==> src/rtl/fetch_req_pkg.sv <==
package fetch_req_pkg;

    parameter int ADDR_W      = 32;
    parameter int LEN_W       = 16;
    parameter int BYTE_W      = 8;
    parameter int RESET_READS = 2;

    localparam int CMD_BITS  = ADDR_W + LEN_W;
    localparam int CMD_BYTES = CMD_BITS / BYTE_W;
    localparam int IDX_W     = $clog2(CMD_BYTES);
    localparam int RCNT_W    = (RESET_READS > 1) ? $clog2(RESET_READS) : 1;

    typedef logic [BYTE_W-1:0] byte_t;

    typedef struct packed {
        logic [ADDR_W-1:0] addr;
        logic [LEN_W-1:0]  len;
    } fetch_req_t;

    typedef enum logic [1:0] {
        LNK_HOLD,
        LNK_PURGE,
        LNK_RESET,
        LNK_READY
    } link_state_t;

    // Byte idx of the command, most significant address byte first,
    // length bytes last.
    function automatic byte_t cmd_byte(input fetch_req_t r, input logic [IDX_W-1:0] idx);
        logic [CMD_BITS-1:0] word;
        logic [CMD_BITS-1:0] shifted;
        int unsigned         sh;
        word    = {r.addr, r.len};
        sh      = (CMD_BYTES - 1 - int'(idx)) * BYTE_W;
        shifted = word >> sh;
        return shifted[BYTE_W-1:0];
    endfunction

endpackage

==> src/rtl/freq_link_init.sv <==
module freq_link_init
    import fetch_req_pkg::*;
(
    input  logic clk,
    input  logic rst,
    input  logic rx_empty,
    output logic rd_o,
    output logic done_o
);

    link_state_t           state_q;
    logic [RCNT_W-1:0]     cnt_q;

    always_ff @(posedge clk) begin
        if (rst) begin
            state_q <= LNK_HOLD;
            cnt_q   <= '0;
        end else begin
            case (state_q)
                LNK_HOLD:  state_q <= LNK_PURGE;
                LNK_PURGE: if (rx_empty) state_q <= LNK_RESET;
                LNK_RESET: begin
                    if (cnt_q == RCNT_W'(RESET_READS - 1)) state_q <= LNK_READY;
                    else cnt_q <= cnt_q + 1'b1;
                end
                default:   state_q <= LNK_READY;
            endcase
        end
    end

    // Pops on the purge use the look-ahead empty flag directly; the
    // reset pops are issued on an empty channel by intent.
    always_comb begin
        rd_o = 1'b0;
        if (state_q == LNK_PURGE && !rx_empty) rd_o = 1'b1;
        if (state_q == LNK_RESET)              rd_o = 1'b1;
    end

    assign done_o = (state_q == LNK_READY);

endmodule

==> src/rtl/freq_cmd_ser.sv <==
module freq_cmd_ser
    import fetch_req_pkg::*;
(
    input  logic                 clk,
    input  logic                 rst,
    input  logic                 start,
    input  fetch_req_t           req,
    input  logic                 tx_full,
    output byte_t                tx_data,
    output logic                 tx_wr,
    output logic                 active_o,
    output logic                 done_o,
    output logic [LEN_W-1:0]     len_o
);

    logic                active_q;
    logic [IDX_W-1:0]    idx_q;
    fetch_req_t          req_q;
    logic                last;

    assign tx_wr   = active_q && !tx_full;
    assign tx_data = cmd_byte(req_q, idx_q);
    assign last    = (idx_q == IDX_W'(CMD_BYTES - 1));
    assign done_o  = tx_wr && last;

    always_ff @(posedge clk) begin
        if (rst) begin
            active_q <= 1'b0;
            idx_q    <= '0;
            req_q    <= '0;
        end else if (start) begin
            active_q <= 1'b1;
            idx_q    <= '0;
            req_q    <= req;
        end else if (tx_wr) begin
            if (last) active_q <= 1'b0;
            else      idx_q    <= idx_q + 1'b1;
        end
    end

    assign active_o = active_q;
    assign len_o    = req_q.len;

endmodule

==> src/rtl/freq_rsp_col.sv <==
module freq_rsp_col
    import fetch_req_pkg::*;
(
    input  logic              clk,
    input  logic              rst,
    input  logic              start,
    input  logic [LEN_W-1:0]  len,
    input  logic              rx_empty,
    input  byte_t             rx_data,
    output logic              rd_o,
    output logic              rsp_valid,
    input  logic              rsp_ready,
    output byte_t             rsp_data,
    output logic              active_o
);

    logic              active_q;
    logic [LEN_W-1:0]  remain_q;

    assign rsp_valid = active_q && !rx_empty;
    assign rsp_data  = rx_data;
    assign rd_o      = rsp_valid && rsp_ready;

    always_ff @(posedge clk) begin
        if (rst) begin
            active_q <= 1'b0;
            remain_q <= '0;
        end else if (start) begin
            active_q <= 1'b1;
            remain_q <= len;
        end else if (rd_o) begin
            remain_q <= remain_q - 1'b1;
            if (remain_q == LEN_W'(1)) active_q <= 1'b0;
        end
    end

    assign active_o = active_q;

endmodule

==> src/rtl/fetch_requester.sv <==
module fetch_requester
    import fetch_req_pkg::*;
(
    input  logic               clk,
    input  logic               rst,
    input  logic               req_valid,
    output logic               req_ready,
    input  logic [ADDR_W-1:0]  req_addr,
    input  logic [LEN_W-1:0]   req_len,
    output logic               busy,
    input  logic               tx_full,
    output logic [BYTE_W-1:0]  tx_data,
    output logic               tx_wr,
    input  logic               rx_empty,
    input  logic [BYTE_W-1:0]  rx_data,
    output logic               rx_rd,
    output logic               rsp_valid,
    input  logic               rsp_ready,
    output logic [BYTE_W-1:0]  rsp_data
);

    logic              init_done;
    logic              init_rd;
    logic              rsp_rd;
    logic              cmd_active;
    logic              cmd_done;
    logic              rsp_active;
    logic              accept;
    logic              rsp_start;
    logic [LEN_W-1:0]  cmd_len;
    fetch_req_t        req_in;

    assign req_in    = '{addr: req_addr, len: req_len};
    assign busy      = cmd_active || rsp_active;
    assign req_ready = init_done && !busy;
    assign accept    = req_valid && req_ready;
    assign rsp_start = cmd_done && (cmd_len != '0);
    assign rx_rd     = init_rd || rsp_rd;

    freq_link_init u_init (
        .clk      (clk),
        .rst      (rst),
        .rx_empty (rx_empty),
        .rd_o     (init_rd),
        .done_o   (init_done)
    );

    freq_cmd_ser u_cmd (
        .clk      (clk),
        .rst      (rst),
        .start    (accept),
        .req      (req_in),
        .tx_full  (tx_full),
        .tx_data  (tx_data),
        .tx_wr    (tx_wr),
        .active_o (cmd_active),
        .done_o   (cmd_done),
        .len_o    (cmd_len)
    );

    freq_rsp_col u_rsp (
        .clk       (clk),
        .rst       (rst),
        .start     (rsp_start),
        .len       (cmd_len),
        .rx_empty  (rx_empty),
        .rx_data   (rx_data),
        .rd_o      (rsp_rd),
        .rsp_valid (rsp_valid),
        .rsp_ready (rsp_ready),
        .rsp_data  (rsp_data),
        .active_o  (rsp_active)
    );

endmodule

==> config.mk <==
export PLATFORM = sky130hd
export DESIGN_NAME = fetch_requester
export DESIGN_NICKNAME = d
export VERILOG_FILES = /design/src/rtl/fetch_req_pkg.sv /design/src/rtl/freq_link_init.sv /design/src/rtl/freq_cmd_ser.sv /design/src/rtl/freq_rsp_col.sv /design/src/rtl/fetch_requester.sv
export SDC_FILE = /design/constraint.sdc
export NUM_CORES = 1
export LEC_CHECK = 0
export BUFFER_PORTS_ARGS = -buffer_cell sky130_fd_sc_hd__clkbuf_2
export CORE_ASPECT_RATIO = 0.8
export CORE_MARGIN = 4
export CORE_UTILIZATION = 47
export CTS_CLUSTER_SIZE = 28
export DETAILED_ROUTE_END_ITERATION = 10
export GPL_TIMING_DRIVEN = 0
export HOLD_SLACK_MARGIN = 0.06
export PLACE_DENSITY = 0.71
export SLEW_MARGIN = 20
export SYNTH_ARGS = -nofsm -noshare
export SYNTH_HDL_FRONTEND = slang
export SYNTH_HIERARCHICAL = 1
export SYNTH_SLANG_ARGS = --single-unit
==> constraint.sdc <==
create_clock -name clk -period 4.8 [get_ports clk]
set_input_delay 0.24 -clock clk [delete_from_list [all_inputs] [get_ports clk]]
set_output_delay 0.24 -clock clk [all_outputs]
set_load 0.05 [all_outputs]
Word-level counts from Yosys, hierarchy flattened

Cells that the tools add are included.
Widths: inputs -> output; s select.

Logic and storage cells: 59
Bits of input ports: 62
Output and inout bits: 21
Flip-flop bits (word level): 72

Reduce and logical (&&, ||, !) cells: 24
Shift-type cells: 1
Bitwise logic cells: 1
Muxes and demuxes: 14
$add $sub $neg: 4
Equality and inequality tests: 7

Operators with widths:

| kind                  | number |
|---|---|
| $shr 48x32->8         | 1 |
| $mux 16               | 2 |
| $eq 16x1->1 const B   | 1 |
| $reduce_bool 16->1    | 1 |
| $sub 16x1->16 const B | 1 |
| $mux 1                | 9 |
| $logic_and 1x1->1     | 8 |
| $reduce_and 2->1      | 4 |
| $reduce_bool 2->1     | 4 |
| $pmux 2 s3            | 1 |
| $eq 2x2->1 const B    | 2 |
| $mux 2                | 2 |
| $sub 3x3->4 const A   | 1 |
| $add 3x1->3 const B   | 1 |
| $eq 3x3->1 const B    | 1 |
| $logic_not 1->1       | 3 |
| $eq 2x1->1 const B    | 1 |
| $logic_not 2->1       | 1 |
| $logic_or 1x1->1      | 2 |
| $ne 2x1->1 const B    | 1 |
| $ne 2x2->1 const B    | 1 |
| $reduce_or 2->1       | 1 |
| $add 1x1->1 const B   | 1 |
| $not 1->1             | 1 |

Logic depth before layout (Yosys ltp)

Word-level depth: 6
Depth in mapped cells: 11
Depth with buffers taken out: 9

Modules after synthesis

The synthesis kept the hierarchy.

By module, submodules not included:

| module          | instances | cells each | area an instance (um^2) | sequential area each (um^2) |
|---|---|---|---|---|
| freq_cmd_ser    | 1         | 247        | 2424.8                  | 1041.0 |
| freq_rsp_col    | 1         | 126        | 1074.8                  | 340.3 |
| freq_link_init  | 1         | 14         | 120.1                   | 60.1 |
| fetch_requester | 1         | 10         | 68.8                    | 0.0 |

Worst setup path before layout

Ideal clock, no wire load.

Path kind: reg-to-output
From: reg u_cmd.idx_q[1]
To: out tx_data[0]
Data required time: 4.560 ns
Arrival: 2.039 ns
Stages on the path, launching flop included: 8
Path slack: 2.521 ns
Path buffers: 2
Path through: dfxtp_1 > inv_1 > ha_1 > buf_6 > or3b_1 > buf_6 > o22a_1 > o21ai_1

Longest elaborated chain between the ends: 2

RTL lines:

| what                     | RTL line              | text |
|---|---|---|
| start: declaration       | freq_cmd_ser.sv:17    | `logic [IDX_W-1:0] idx_q;` |
| start signal: assignment | freq_cmd_ser.sv:37    | `else idx_q <= idx_q + 1'b1;` |
| $sub 3x3->4              | fetch_req_pkg.sv:34   | `sh = (CMD_BYTES - 1 - int'(idx)) * BYTE_W;` |
| $shr 48x32->8            | fetch_req_pkg.sv:35   | `shifted = word >> sh;` |
| end: declaration         | fetch_requester.sv:12 | `output logic [BYTE_W-1:0] tx_data,` |

Every way passes these cells.

Final worst setup path

From: reg u_cmd.idx_q[1]
To: out tx_data[6]

Same word-level chain as after synthesis.

==> out/results.tsv <==
metric	value	unit
place.gp.congestion	0.844	
die_width	107	µm
post-route-drc-count	0	
power_frac_comb	0.094	
die-area	0.00934	mm²
power.net_switching	0.000295	W
maxCapViolCount	0	
setup_viol	0	
crit_type	flip-flop to output pin	
ir_drop	0.145	mV
total_of_buffers_placed_on_input_and_output_ports	74	
detailedRoute.firstIterationViolations	166	
final_min_period_over_clock_period	0.566	
final_max_slew_viol_count	0	
post_synth_num_cell_types	48	
io_pins	83	
timing.critical_path.arrival	2.48	ns
tritoncts	done	
power_frac_seq	0.511	
syn_nets	464	
finalHoldViolCount	0	
slew_headroom	0.610	
n_diodes	0	
clock_insertion_delay_worst_skew	0.34	ns
placedCellCount	576	
timing.final.ws_setup	2.08	ns
placement.setup.worst_slack	2.30	ns
timing.hold.worst.class	input pin to flip-flop	
postCtsHoldBufs	0	
fin_setup_tns	0	ns
fin_crit	2.72	ns
maxClockFrequency	0.368	GHz
cts-buffers-inserted	9	
grt_setup_unrepaired	no	
detail-route-antenna-nets	0	
grt_usage	0.205	
powerDensity	273	mW/mm²
run_status	finished clean	
share_clk_of_total_power	0.395	
layout.cells.non_filler	591	
totalWireLength	8950	µm
timing.critical_path.from_type	flip-flop	
placementRows	28	
grt_first_pass_wirelength	15000	µm
clkSlewWorstSetupHoldPaths	0.08	ns
worst_clock_skew	0.00884	ns
synthCells	397	
die_y	87.2	µm
synth-async-reset-ratio	0	
internal-power	0.000903	W
worst_pin_slew	0.578	ns
seq_area_frac_synth	0.391	
power.static_leakage	1.81	nW
area_delta_synth_final	18.9	%
wire_per_inst	15.2	µm
clock_path_buffers	2	
ys.flop_type	sky130_fd_sc_hd__dfxtp_1	
whs	0.125	ns
clock_tree_root_buffer_cell	sky130_fd_sc_hd__clkbuf_8	
clkSinkCount	72	
synth.avg_cell_area	9.29	µm²
worst_setup_path_end_kind	output pin	
post_cts_resize_count	0	
timing.critical_path.fanout_max	8	
crit_required	4.56	ns
grt_remaining_overflow	0	
cts_setup_buffers	0	
fin_nets	549	
floorplan.initialDensity	0.490	
p_sw_frac	0.246	
dr_total_vias	3069	
grt_start_max_net_pins	13	
number_of_antenna_violations_at_the_first_check_in_global_routing	0	
drt_pass1_iterations	5	
number_of_global_route_vias_before_repair	3066	
yosys_warnings	6	
dpl.hpwl	7050	µm
synth_enable_flop_cells	0	
htree_levels	3	
seq_cells_post_synth	72	
layout-drive-gt1-share	0.284	
drt_via_density	5.19	
synth.cell_area	0.00369	mm²
floorplan.core_area	0.00753	mm²
[through the flow]
| step | cell area, µm² | total power, W | util |
|---|---|---|---|
| 6_report | 4390 | 0.00120 | 0.582 |
| 3_5_place_dp | 4190 | 0.000739 | 0.556 |
| 5_1_grt | 4390 | 0.00125 | 0.582 |
| 4_1_cts | 4390 | 0.00121 | 0.582 |
| 2_1_floorplan | 3690 | 0.000697 | - |
| 3_3_place_gp | 4190 | 0.000737 | 0.556 |
[synth_stat cells (3+ instances only)]
| library cell | n | area share |
|---|---|---|
| sky130_fd_sc_hd__nor4_1 | 6 | 0.010 |
| sky130_fd_sc_hd__dfxtp_1 | 72 | 0.39 |
| sky130_fd_sc_hd__clkbuf_1 | 12 | 0.012 |
| sky130_fd_sc_hd__nor3b_1 | 3 | 0.0061 |
| sky130_fd_sc_hd__o22a_1 | 8 | 0.019 |
| sky130_fd_sc_hd__o21ai_1 | 8 | 0.011 |
| sky130_fd_sc_hd__a21oi_1 | 7 | 0.0095 |
| sky130_fd_sc_hd__xnor2_1 | 8 | 0.019 |
| sky130_fd_sc_hd__o21ai_0 | 5 | 0.0068 |
| sky130_fd_sc_hd__a211oi_1 | 7 | 0.014 |
| sky130_fd_sc_hd__inv_1 | 13 | 0.013 |
| sky130_fd_sc_hd__buf_4 | 24 | 0.049 |
| sky130_fd_sc_hd__nor2_1 | 69 | 0.070 |
| sky130_fd_sc_hd__nor3_1 | 5 | 0.0068 |
| sky130_fd_sc_hd__mux2i_1 | 73 | 0.20 |
| sky130_fd_sc_hd__ha_1 | 5 | 0.017 |
| sky130_fd_sc_hd__a311oi_1 | 4 | 0.0095 |
| sky130_fd_sc_hd__nand4_1 | 6 | 0.010 |
| sky130_fd_sc_hd__nand2_1 | 10 | 0.010 |
| sky130_fd_sc_hd__or3_1 | 6 | 0.010 |
| sky130_fd_sc_hd__buf_2 | 8 | 0.011 |
| sky130_fd_sc_hd__nand2b_1 | 3 | 0.0051 |
[power by group through the flow]
stage	Sequential (W)	Clock, W	Combinational (W)
CTS	0.000613	0.000486	0.000113
detailed placement	0.000627	0	0.000112
floorplan	0.000625	0	0.0000723
global route	0.000614	0.000513	0.000122
global placement	0.000626	0	0.000111
finish	0.000613	0.000474	0.000112
[layout make-up]
cell class                      instances  area [µm²]
Clock inverter                          5        57.6
Inverter                               14        52.6
Multi-Input combinational cell        264        1900
Buffer                                 47         292
Clock buffer                           10         138
Timing Repair Buffer                   74         370
Fill cell                             689        3150
Sequential cell                        72        1440
Tap cell                              105         131
[placed cells by master, fill, tap and decap left out, drive strengths merged, types with 2 or more instances in the layout]
cell type,instances
a21oi,7
and2,2
or2,2
nor3b,4
nand3,2
xor2,2
nand2b,3
nand4,6
clkinvlp,3
mux2i,73
nor3,6
o22a,8
buf,35
or3,7
dfxtp,72
a31o,2
nor4,10
clkbuf,96
clkinv,2
a211oi,9
nor2,69
o21ai,14
xnor2,8
nand2,10
inv,13
ha,5
a311oi,4
[critical path, cell delays in order, from the launching register on]
cell and delay (ns):
sky130_fd_sc_hd__dfxtp_1 0.43, sky130_fd_sc_hd__inv_1 0.09, sky130_fd_sc_hd__ha_1 0.31, sky130_fd_sc_hd__buf_6 0.15, sky130_fd_sc_hd__or3b_1 0.36, sky130_fd_sc_hd__buf_6 0.15
sky130_fd_sc_hd__o22a_1 0.25, sky130_fd_sc_hd__o21ai_1 0.11, sky130_fd_sc_hd__clkbuf_2 0.30
[path summary, 6_finish.rpt]
path | depth (start not counted) | startpoint | endpoint | slack (ns)
hold reg to reg | 2 | u_init/cnt_q | u_init/cnt_q | 0.46
setup reg to reg | 8 | u_cmd/len_o[2] | u_rsp/remain_q[0] | 2.20
setup / recovery | 8 | u_cmd/idx_q[1] | tx_data[6] | 2.08
hold / removal | 2 | rst | u_init/cnt_q | 0.13
[per-layer routing]
layer	GRT usage	routed length [µm]	part of all wire	up-vias
li1	-	-	-	1537
met1	0.297	4540	0.51	1420
met2	0.298	3710	0.41	104
met3	0.0571	591	0.066	8
met4	0.0546	114	0.013	0
met5	0	0	0	-
[state kept, by name, indices dropped and copies added (netlist names)]
signal,cells
u_cmd/active_o,1
u_cmd/idx_q,3
u_cmd/len_o,16
u_cmd/req_q,32
u_init/cnt_q,1
u_init/state_q,2
u_rsp/active_o,1
u_rsp/remain_q,16
[cell families after synthesis]
group	synth area share
mux	0.198
flops	0.391
xor+xnor	0.0237
compound gates	0.0953
simple gates	0.182
buf+inv	0.0933
fa+ha+maj	0.0170
No activity file was read; power rests on OpenSTA's default activity.
